`src/rtl/cache_dir_pkg.sv`:
```
package cache_dir_pkg;

  typedef enum logic [1:0] {
    OP_FETCH  = 2'd0,
    OP_LOAD   = 2'd1,
    OP_STORE  = 2'd2,
    OP_MODIFY = 2'd3
  } access_op_t;

  // cycles charged for one scored access
  function automatic int unsigned access_cost(logic miss, int unsigned hit_t, int unsigned pen);
    return hit_t + (miss ? pen : 0);
  endfunction

  function automatic logic is_scored(access_op_t op);
    return op != OP_FETCH;
  endfunction

  function automatic logic is_two_phase(access_op_t op);
    return op == OP_MODIFY;
  endfunction

endpackage

```
`src/rtl/tag_dir_store.sv`:
```
module tag_dir_store #(
  parameter int SETS  = 4,
  parameter int SET_W = 2,
  parameter int WAYS  = 2,
  parameter int TAG_W = 10,
  parameter int AGE_W = 1,
  parameter int WAY_W = 1
) (
  input  logic                            clk,
  input  logic                            rst,
  input  logic [SET_W-1:0]                set_idx,
  input  logic                            upd_en,
  input  logic [WAY_W-1:0]                upd_way,
  input  logic [TAG_W-1:0]                upd_tag,
  output logic [WAYS-1:0]                 rd_valid,
  output logic [WAYS-1:0][TAG_W-1:0]      rd_tag,
  output logic [WAYS-1:0][AGE_W-1:0]      rd_age
);

  localparam logic [AGE_W-1:0] OLDEST = AGE_W'(WAYS - 1);

  logic [WAYS-1:0]              valid_q [SETS];
  logic [WAYS-1:0][TAG_W-1:0]   tag_q   [SETS];
  logic [WAYS-1:0][AGE_W-1:0]   age_q   [SETS];

  assign rd_valid = valid_q[set_idx];
  assign rd_tag   = tag_q[set_idx];
  assign rd_age   = age_q[set_idx];

  // age the touched line held before the update; an invalid line counts as oldest
  logic [AGE_W-1:0] ref_age;
  assign ref_age = rd_valid[upd_way] ? rd_age[upd_way] : OLDEST;

  // lines at the oldest age, for the recency-permutation check
  logic [WAYS-1:0] oldest_vec;
  always_comb begin
    for (int w = 0; w < WAYS; w++) begin
      oldest_vec[w] = rd_valid[w] && (rd_age[w] == OLDEST);
    end
  end

  always_ff @(posedge clk) begin
    if (rst) begin
      for (int s = 0; s < SETS; s++) begin
        valid_q[s] <= '0;
        tag_q[s]   <= '0;
        age_q[s]   <= '0;
      end
    end else if (upd_en) begin
      for (int w = 0; w < WAYS; w++) begin
        if (upd_way == WAY_W'(w)) begin
          valid_q[set_idx][w] <= 1'b1;
          tag_q[set_idx][w]   <= upd_tag;
          age_q[set_idx][w]   <= '0;
        end else if (valid_q[set_idx][w] && (age_q[set_idx][w] < ref_age)) begin
          age_q[set_idx][w]   <= age_q[set_idx][w] + 1'b1;
        end
      end
    end
  end

  AST_FULL_SET_ONE_OLDEST: assert property (@(posedge clk) disable iff (rst)
    (&rd_valid) |-> $onehot(oldest_vec));

endmodule

```
`src/rtl/tag_dir_match.sv`:
```
module tag_dir_match #(
  parameter int WAYS  = 2,
  parameter int TAG_W = 10,
  parameter int AGE_W = 1,
  parameter int WAY_W = 1
) (
  input  logic [WAYS-1:0]            rd_valid,
  input  logic [WAYS-1:0][TAG_W-1:0] rd_tag,
  input  logic [WAYS-1:0][AGE_W-1:0] rd_age,
  input  logic [TAG_W-1:0]           look_tag,
  output logic                       hit,
  output logic [WAY_W-1:0]           hit_way,
  output logic [WAY_W-1:0]           victim_way,
  output logic                       victim_valid
);

  localparam logic [AGE_W-1:0] OLDEST = AGE_W'(WAYS - 1);

  logic             have_free;
  logic [WAY_W-1:0] free_way;
  logic [WAY_W-1:0] old_way;

  always_comb begin
    hit       = 1'b0;
    hit_way   = '0;
    have_free = 1'b0;
    free_way  = '0;
    old_way   = '0;
    for (int w = 0; w < WAYS; w++) begin
      if (rd_valid[w] && (rd_tag[w] == look_tag) && !hit) begin
        hit     = 1'b1;
        hit_way = WAY_W'(w);
      end
      if (!rd_valid[w] && !have_free) begin
        have_free = 1'b1;
        free_way  = WAY_W'(w);
      end
      if (rd_valid[w] && (rd_age[w] == OLDEST)) begin
        old_way = WAY_W'(w);
      end
    end
    victim_way   = have_free ? free_way : old_way;
    victim_valid = !have_free;
  end

endmodule

```
`src/rtl/tag_dir_stats.sv`:
```
module tag_dir_stats
  import cache_dir_pkg::*;
#(
  parameter int CNT_W       = 32,
  parameter int HIT_CYCLES  = 1,
  parameter int MISS_CYCLES = 100
) (
  input  logic             clk,
  input  logic             rst,
  input  logic             acc_en,
  input  logic             acc_miss,
  input  logic             acc_evict,
  output logic [CNT_W-1:0] hit_count,
  output logic [CNT_W-1:0] miss_count,
  output logic [CNT_W-1:0] evict_count,
  output logic [CNT_W-1:0] cycle_count
);

  logic [CNT_W-1:0] step_cycles;
  assign step_cycles = CNT_W'(access_cost(acc_miss, HIT_CYCLES, MISS_CYCLES));

  always_ff @(posedge clk) begin
    if (rst) begin
      hit_count   <= '0;
      miss_count  <= '0;
      evict_count <= '0;
      cycle_count <= '0;
    end else if (acc_en) begin
      if (acc_miss) miss_count <= miss_count + 1'b1;
      else          hit_count  <= hit_count + 1'b1;
      if (acc_evict) evict_count <= evict_count + 1'b1;
      cycle_count <= cycle_count + step_cycles;
    end
  end

  AST_CYCLES_MATCH_TOTALS: assert property (@(posedge clk) disable iff (rst)
    cycle_count == CNT_W'(HIT_CYCLES) * (hit_count + miss_count) + CNT_W'(MISS_CYCLES) * miss_count);
  AST_EVICTS_WITHIN_MISSES: assert property (@(posedge clk) disable iff (rst)
    evict_count <= miss_count);

endmodule

```
`src/rtl/tag_dir_top.sv`:
```
module tag_dir_top
  import cache_dir_pkg::*;
#(
  parameter int ADDR_W      = 16,
  parameter int SET_BITS    = 2,
  parameter int WAYS        = 2,
  parameter int OFFSET_BITS = 4,
  parameter int CNT_W       = 32,
  parameter int HIT_CYCLES  = 1,
  parameter int MISS_CYCLES = 100
) (
  input  logic              clk,
  input  logic              rst,
  input  logic              req_valid,
  output logic              req_ready,
  input  logic [1:0]        req_op,
  input  logic [ADDR_W-1:0] req_addr,
  output logic              res_valid,
  output logic              res_hit,
  output logic              res_miss,
  output logic              res_evict,
  output logic [CNT_W-1:0]  hit_count,
  output logic [CNT_W-1:0]  miss_count,
  output logic [CNT_W-1:0]  evict_count,
  output logic [CNT_W-1:0]  cycle_count
);

  localparam int SETS  = 1 << SET_BITS;
  localparam int SET_W = (SET_BITS > 0) ? SET_BITS : 1;
  localparam int TAG_W = ADDR_W - SET_BITS - OFFSET_BITS;
  localparam int AGE_W = (WAYS > 1) ? $clog2(WAYS) : 1;
  localparam int WAY_W = AGE_W;

  access_op_t        op_in;
  logic              accept;
  logic              do_access;
  logic              second_q;
  logic [ADDR_W-1:0] hold_q;
  logic [ADDR_W-1:0] cur_addr;
  logic [SET_W-1:0]  set_idx;
  logic [TAG_W-1:0]  look_tag;

  logic [WAYS-1:0]            rd_valid;
  logic [WAYS-1:0][TAG_W-1:0] rd_tag;
  logic [WAYS-1:0][AGE_W-1:0] rd_age;
  logic                       hit;
  logic [WAY_W-1:0]           hit_way;
  logic [WAY_W-1:0]           victim_way;
  logic                       victim_valid;
  logic [WAY_W-1:0]           upd_way;
  logic                       evict_now;

  assign op_in     = access_op_t'(req_op);
  assign req_ready = !second_q;
  assign accept    = req_valid && req_ready;
  assign do_access = second_q || (accept && is_scored(op_in));
  assign cur_addr  = second_q ? hold_q : req_addr;
  assign look_tag  = cur_addr[ADDR_W-1 -: TAG_W];

  generate
    if (SET_BITS > 0) begin : g_indexed
      assign set_idx = cur_addr[OFFSET_BITS +: SET_BITS];
    end else begin : g_single_set
      assign set_idx = '0;
    end
  endgenerate

  tag_dir_store #(
    .SETS(SETS), .SET_W(SET_W), .WAYS(WAYS),
    .TAG_W(TAG_W), .AGE_W(AGE_W), .WAY_W(WAY_W)
  ) store_i (
    .clk(clk), .rst(rst), .set_idx(set_idx),
    .upd_en(do_access), .upd_way(upd_way), .upd_tag(look_tag),
    .rd_valid(rd_valid), .rd_tag(rd_tag), .rd_age(rd_age)
  );

  tag_dir_match #(
    .WAYS(WAYS), .TAG_W(TAG_W), .AGE_W(AGE_W), .WAY_W(WAY_W)
  ) match_i (
    .rd_valid(rd_valid), .rd_tag(rd_tag), .rd_age(rd_age), .look_tag(look_tag),
    .hit(hit), .hit_way(hit_way), .victim_way(victim_way), .victim_valid(victim_valid)
  );

  assign upd_way   = hit ? hit_way : victim_way;
  assign evict_now = do_access && !hit && victim_valid;

  tag_dir_stats #(
    .CNT_W(CNT_W), .HIT_CYCLES(HIT_CYCLES), .MISS_CYCLES(MISS_CYCLES)
  ) stats_i (
    .clk(clk), .rst(rst),
    .acc_en(do_access), .acc_miss(!hit), .acc_evict(evict_now),
    .hit_count(hit_count), .miss_count(miss_count),
    .evict_count(evict_count), .cycle_count(cycle_count)
  );

  always_ff @(posedge clk) begin
    if (rst) begin
      second_q  <= 1'b0;
      hold_q    <= '0;
      res_valid <= 1'b0;
      res_hit   <= 1'b0;
      res_miss  <= 1'b0;
      res_evict <= 1'b0;
    end else begin
      second_q  <= accept && is_two_phase(op_in);
      if (accept) hold_q <= req_addr;
      res_valid <= do_access;
      res_hit   <= do_access && hit;
      res_miss  <= do_access && !hit;
      res_evict <= evict_now;
    end
  end

  AST_SECOND_HALF_HITS: assert property (@(posedge clk) disable iff (rst)
    second_q |-> hit);
  AST_SECOND_HALF_PULSE: assert property (@(posedge clk) disable iff (rst)
    second_q |=> (res_valid && res_hit));
  AST_ONE_OUTCOME: assert property (@(posedge clk) disable iff (rst)
    res_valid |-> $onehot({res_hit, res_miss}));
  AST_QUIET_WHEN_IDLE: assert property (@(posedge clk) disable iff (rst)
    !res_valid |-> !(res_hit || res_miss || res_evict));
  AST_EVICT_ON_MISS: assert property (@(posedge clk) disable iff (rst)
    res_evict |-> res_miss);

endmodule

```
`config.mk`:
```
export PLATFORM = sky130hd
export DESIGN_NAME = tag_dir_top
export DESIGN_NICKNAME = d
export VERILOG_FILES = /design/src/rtl/cache_dir_pkg.sv /design/src/rtl/tag_dir_store.sv /design/src/rtl/tag_dir_match.sv /design/src/rtl/tag_dir_stats.sv /design/src/rtl/tag_dir_top.sv
export SDC_FILE = /design/constraint.sdc
export NUM_CORES = 1
export LEC_CHECK = 0
export BUFFER_PORTS_ARGS = -buffer_cell sky130_fd_sc_hd__buf_2
export CAP_MARGIN = 20
export CORE_MARGIN = 2
export CORE_UTILIZATION = 63
export DETAILED_ROUTE_END_ITERATION = 7
export GPL_ROUTABILITY_DRIVEN = 0
export PLACE_DENSITY = 0.93
export RECOVER_POWER = 50
export SLEW_MARGIN = 20
export SYNTH_ARGS = -nofsm -noshare
export SYNTH_HDL_FRONTEND = slang
export SYNTH_SLANG_ARGS = --single-unit
```
`constraint.sdc`:
```
create_clock -name clk -period 8.72 [get_ports clk]
set_clock_uncertainty 0.05 [all_clocks]
set_input_delay 0 -clock clk [delete_from_list [all_inputs] [get_ports clk]]
set_output_delay 0 -clock clk [all_outputs]
set_load 0.1 [all_outputs]
```
==> run metrics <==
status=complete, but fails checks; failing checks=capacitance limit, slew limit; Syn Inst Count=1,304; achievable clock frequency=145.6 MHz; Worst EP required=9.11 ns; slew margin rel.=-33.58%; max incr delay on CP=1.25 ns; max cap viols=3; Hold Path Depth=3; syn_nets=1,332; hold_sp=req_valid; CP startpoint kind=flip-flop; EDFF count, synth=96; Worst EP arrival=7.26 ns; DRC violations left=0; initial antenna violation count=0; yosys warns=0; min cycle time layout=6.866 ns; Hold Violations, Final=0; final HPWL from detailed placement=21.10 mm; die height=142.4 um; Layout fillers=1,274; CP Class=reg -> reg; Critical path buffers and inverters=3; RSZ-0062 raised after global routing=no; n_diodes=0; FFs w/ async S/R, synth=0%; postcts setup bufs=0; final number of setup-violating endpoints=0; top-count cell post-synth=nor2_1; Setup crit end kind=flip-flop; Worst VDD drop=0.1320 mV; Final ANT Viol Nets=0; routed length per instance=20.23 um; critical path's top delay family=simple AND/OR/NAND/NOR gates; Avg Cell Area, Syn=9.248 um2; maximum number of pins on one net before global-route repair=98; H-Tree Depth=1; Critical Path, Cell by Cell=clkbuf_1 -> mux2i_4 -> buf_4 -> mux2i_1 -> xnor2_1 -> a31oi_1 -> or2_2 -> nor4_4 -> buf_4 -> nor2_1 -> ha_1 -> a31oi_1 -> o21bai_1 -> a21oi_1 -> nor4_1 -> nand3_1 -> or3_1 -> a21oi_1; CTS Root Buffer Type=clkbuf_16; cell area after layout=13,760 um2; Std-Cell Core Area=18,770 um2; Port Buffers=149; Worst R2R Start=second_q; worst reg2reg endpoint=stats_i.cycle_count[31]; Final Cycle Share=78.74%; post-cts resize count=0; CTS tree=done; Cell variety after synth=70; Synth Flop Type=dfxtp_1; Initial Utilization=64.25%; worst min path class=in -> reg; Die Footprint=20,260 um2; DRT Wirelength=34.24 mm; Seq. cell area=5786 um2; multi-input logic area=5834 um2; Final nets=1,466; Post-synth top cells=nor2_1 (163), dfxtp_1 (145), nand2_1 (134); total gr overflow=0; floorplan row count=50; R2R cell count=18; clock buffer count from CTS=26; cell area after synthesis=12,060 um2; clk sink count=241; critical path's slowest cell=clkbuf_1; Hold WS=0.06397 ns; global-route wire length before repair=53.10 mm; FF+latch count, synth=241; number of DRC violations after detailed-routing iteration 0=1,604; area delta synth->final=14.08%; FF-to-FF setup slack=1.85 ns; First-pass DRT Iterations=6; top post-synthesis cells by area=dfxtp_1 (24%), edfxtp_1 (24%), nor2_1 (5.1%), nand2_1 (4.2%), mux2i_1 (4.1%); final worst slack=1.854 ns; area leader, netlist=dfxtp_1; CTS max path bufs=3; DP Area=12,910 um2; cts hold-fix bufs=15; CP Max Fanout=28; GRT Total Usage=32.28%; register area share after synthesis=47.98%; Yosys top cell area share=24.07%; leakage=4.909 nW; Power per Cell Area=190.4 nW/um2; number of primary I/O pins=154; Via density=6.655; setup_tns=0 ns; die width=142.4 um; WHS Endpoint=second_q; clk_lat worst skew=0.54 ns; ratio of cells with drive above 1 in the final layout=7.545%; clk slew on worst S/H paths=0.06 ns; slew at the pin closest to its max-slew limit=2.004 ns; vias in the first global route=10,560; Slew Limit Fails=108; Via Count=11,260; pre-CTS setup slack=3.080 ns
==> how the worst max path moves through the flow <==
stage	start	endpoint	slack, ns	cells after the start
finish	second_q	stats_i.cycle_count[31]	1.85	18
global placement	second_q	stats_i.cycle_count[31]	3.29	16
CTS	second_q	stats_i.cycle_count[31]	2.95	16
floorplan	second_q	stats_i.cycle_count[31]	3.96	20
detailed placement	second_q	stats_i.cycle_count[31]	3.08	16
global route	second_q	stats_i.cycle_count[31]	1.52	17
==> sequential cells by signal, indices dropped and copies added (netlist names) <==
| name | flops |
|---|---|
| stats_i.miss_count | 32 |
| stats_i.hit_count | 32 |
| hold_q | 12 |
| res_valid | 1 |
| stats_i.cycle_count | 32 |
| res_miss | 1 |
| stats_i.evict_count | 32 |
| store_i.age_q | 8 |
| res_hit | 1 |
| res_evict | 1 |
| store_i.valid_q | 8 |
| second_q | 1 |
| store_i.tag_q | 80 |
==> routing by layer <==
metal / track usage [%] / part of all wire (%) / up-vias
met4: 16.15 / 4.8 / 0
li1: - / - / 5000
met1: 40.29 / 36 / 5240
met2: 53.39 / 48 / 853
met3: 6.864 / 11 / 167
met5: 0 / 0 / -
==> where the power goes <==
group	leakage (nW)	internal [mW]	total, mW	switching, mW
clock network	0.425	0.667	1.12	0.454
logic	2.32	0.0776	0.270	0.193
registers	2.16	1.21	1.23	0.0202
total	4.91	1.95	2.62	0.667
==> area by class of cell <==
| class | instances | area share, % |
|---|---|---|
| multi-input cells | 955 | 42.41 |
| flip-flops and latches | 241 | 42.06 |
| clock buffers | 35 | 5.193 |
| inverters | 32 | 0.8731 |
| clock inverters | 13 | 1.146 |
| well taps | 234 | 2.128 |
| repair buffers | 182 | 6.194 |
==> per-stage QoR <==
step | util (%) | total power, mW | cells
3_3_place_gp | 68.79 | 1.488 | 1629
2_1_floorplan | - | 1.437 | 1304
6_report | 73.30 | 2.619 | 1692
5_1_grt | 73.30 | 2.687 | 1692
4_1_cts | 74.23 | 2.612 | 1692
3_5_place_dp | 68.79 | 1.500 | 1629
==> tightest hold or removal path, stage by stage <==
cell and delay (ns):
buf_2 0.11, nand2_1 0.39, nor3_1 0.10
==> cell usage in the layout (no fill, tap or decap), types with 10 or more instances in the layout <==
cell type      instances
a21oi_1               75
and2_1                11
and3_1                25
and4_1                10
buf_2                 15
buf_4                 15
clkbuf_1             143
clkbuf_16             26
dfxtp_1              145
dlygate4sd3_1         15
edfxtp_1              96
inv_1                 31
mux2_2                12
mux2i_1               46
nand2_1              134
nand3_1               50
nand4_1               33
nor2_1               163
nor2b_1               26
nor3_1                30
nor4_1                14
o211ai_1              13
o21a_1                14
o21ai_0               35
o31ai_1               14
o41ai_1               10
or2_2                 11
or3_1                 30
or4_1                 23
xnor2_1               36
xor2_1                30
==> cell families after synthesis <==
| group | count (synthesis) | synth area share, % |
|---|---|---|
| buffers and inverters | 108 | 3.735 |
| xor gates and xnor gates | 66 | 4.793 |
| AOI/OAI and AO/OA | 222 | 12.05 |
| and+or+nand+nor | 594 | 24.74 |
| adders and majority gates | 7 | 0.7263 |
| DFF | 241 | 47.98 |
| muxes | 66 | 5.987 |
Power figures use the tool's default switching activity.
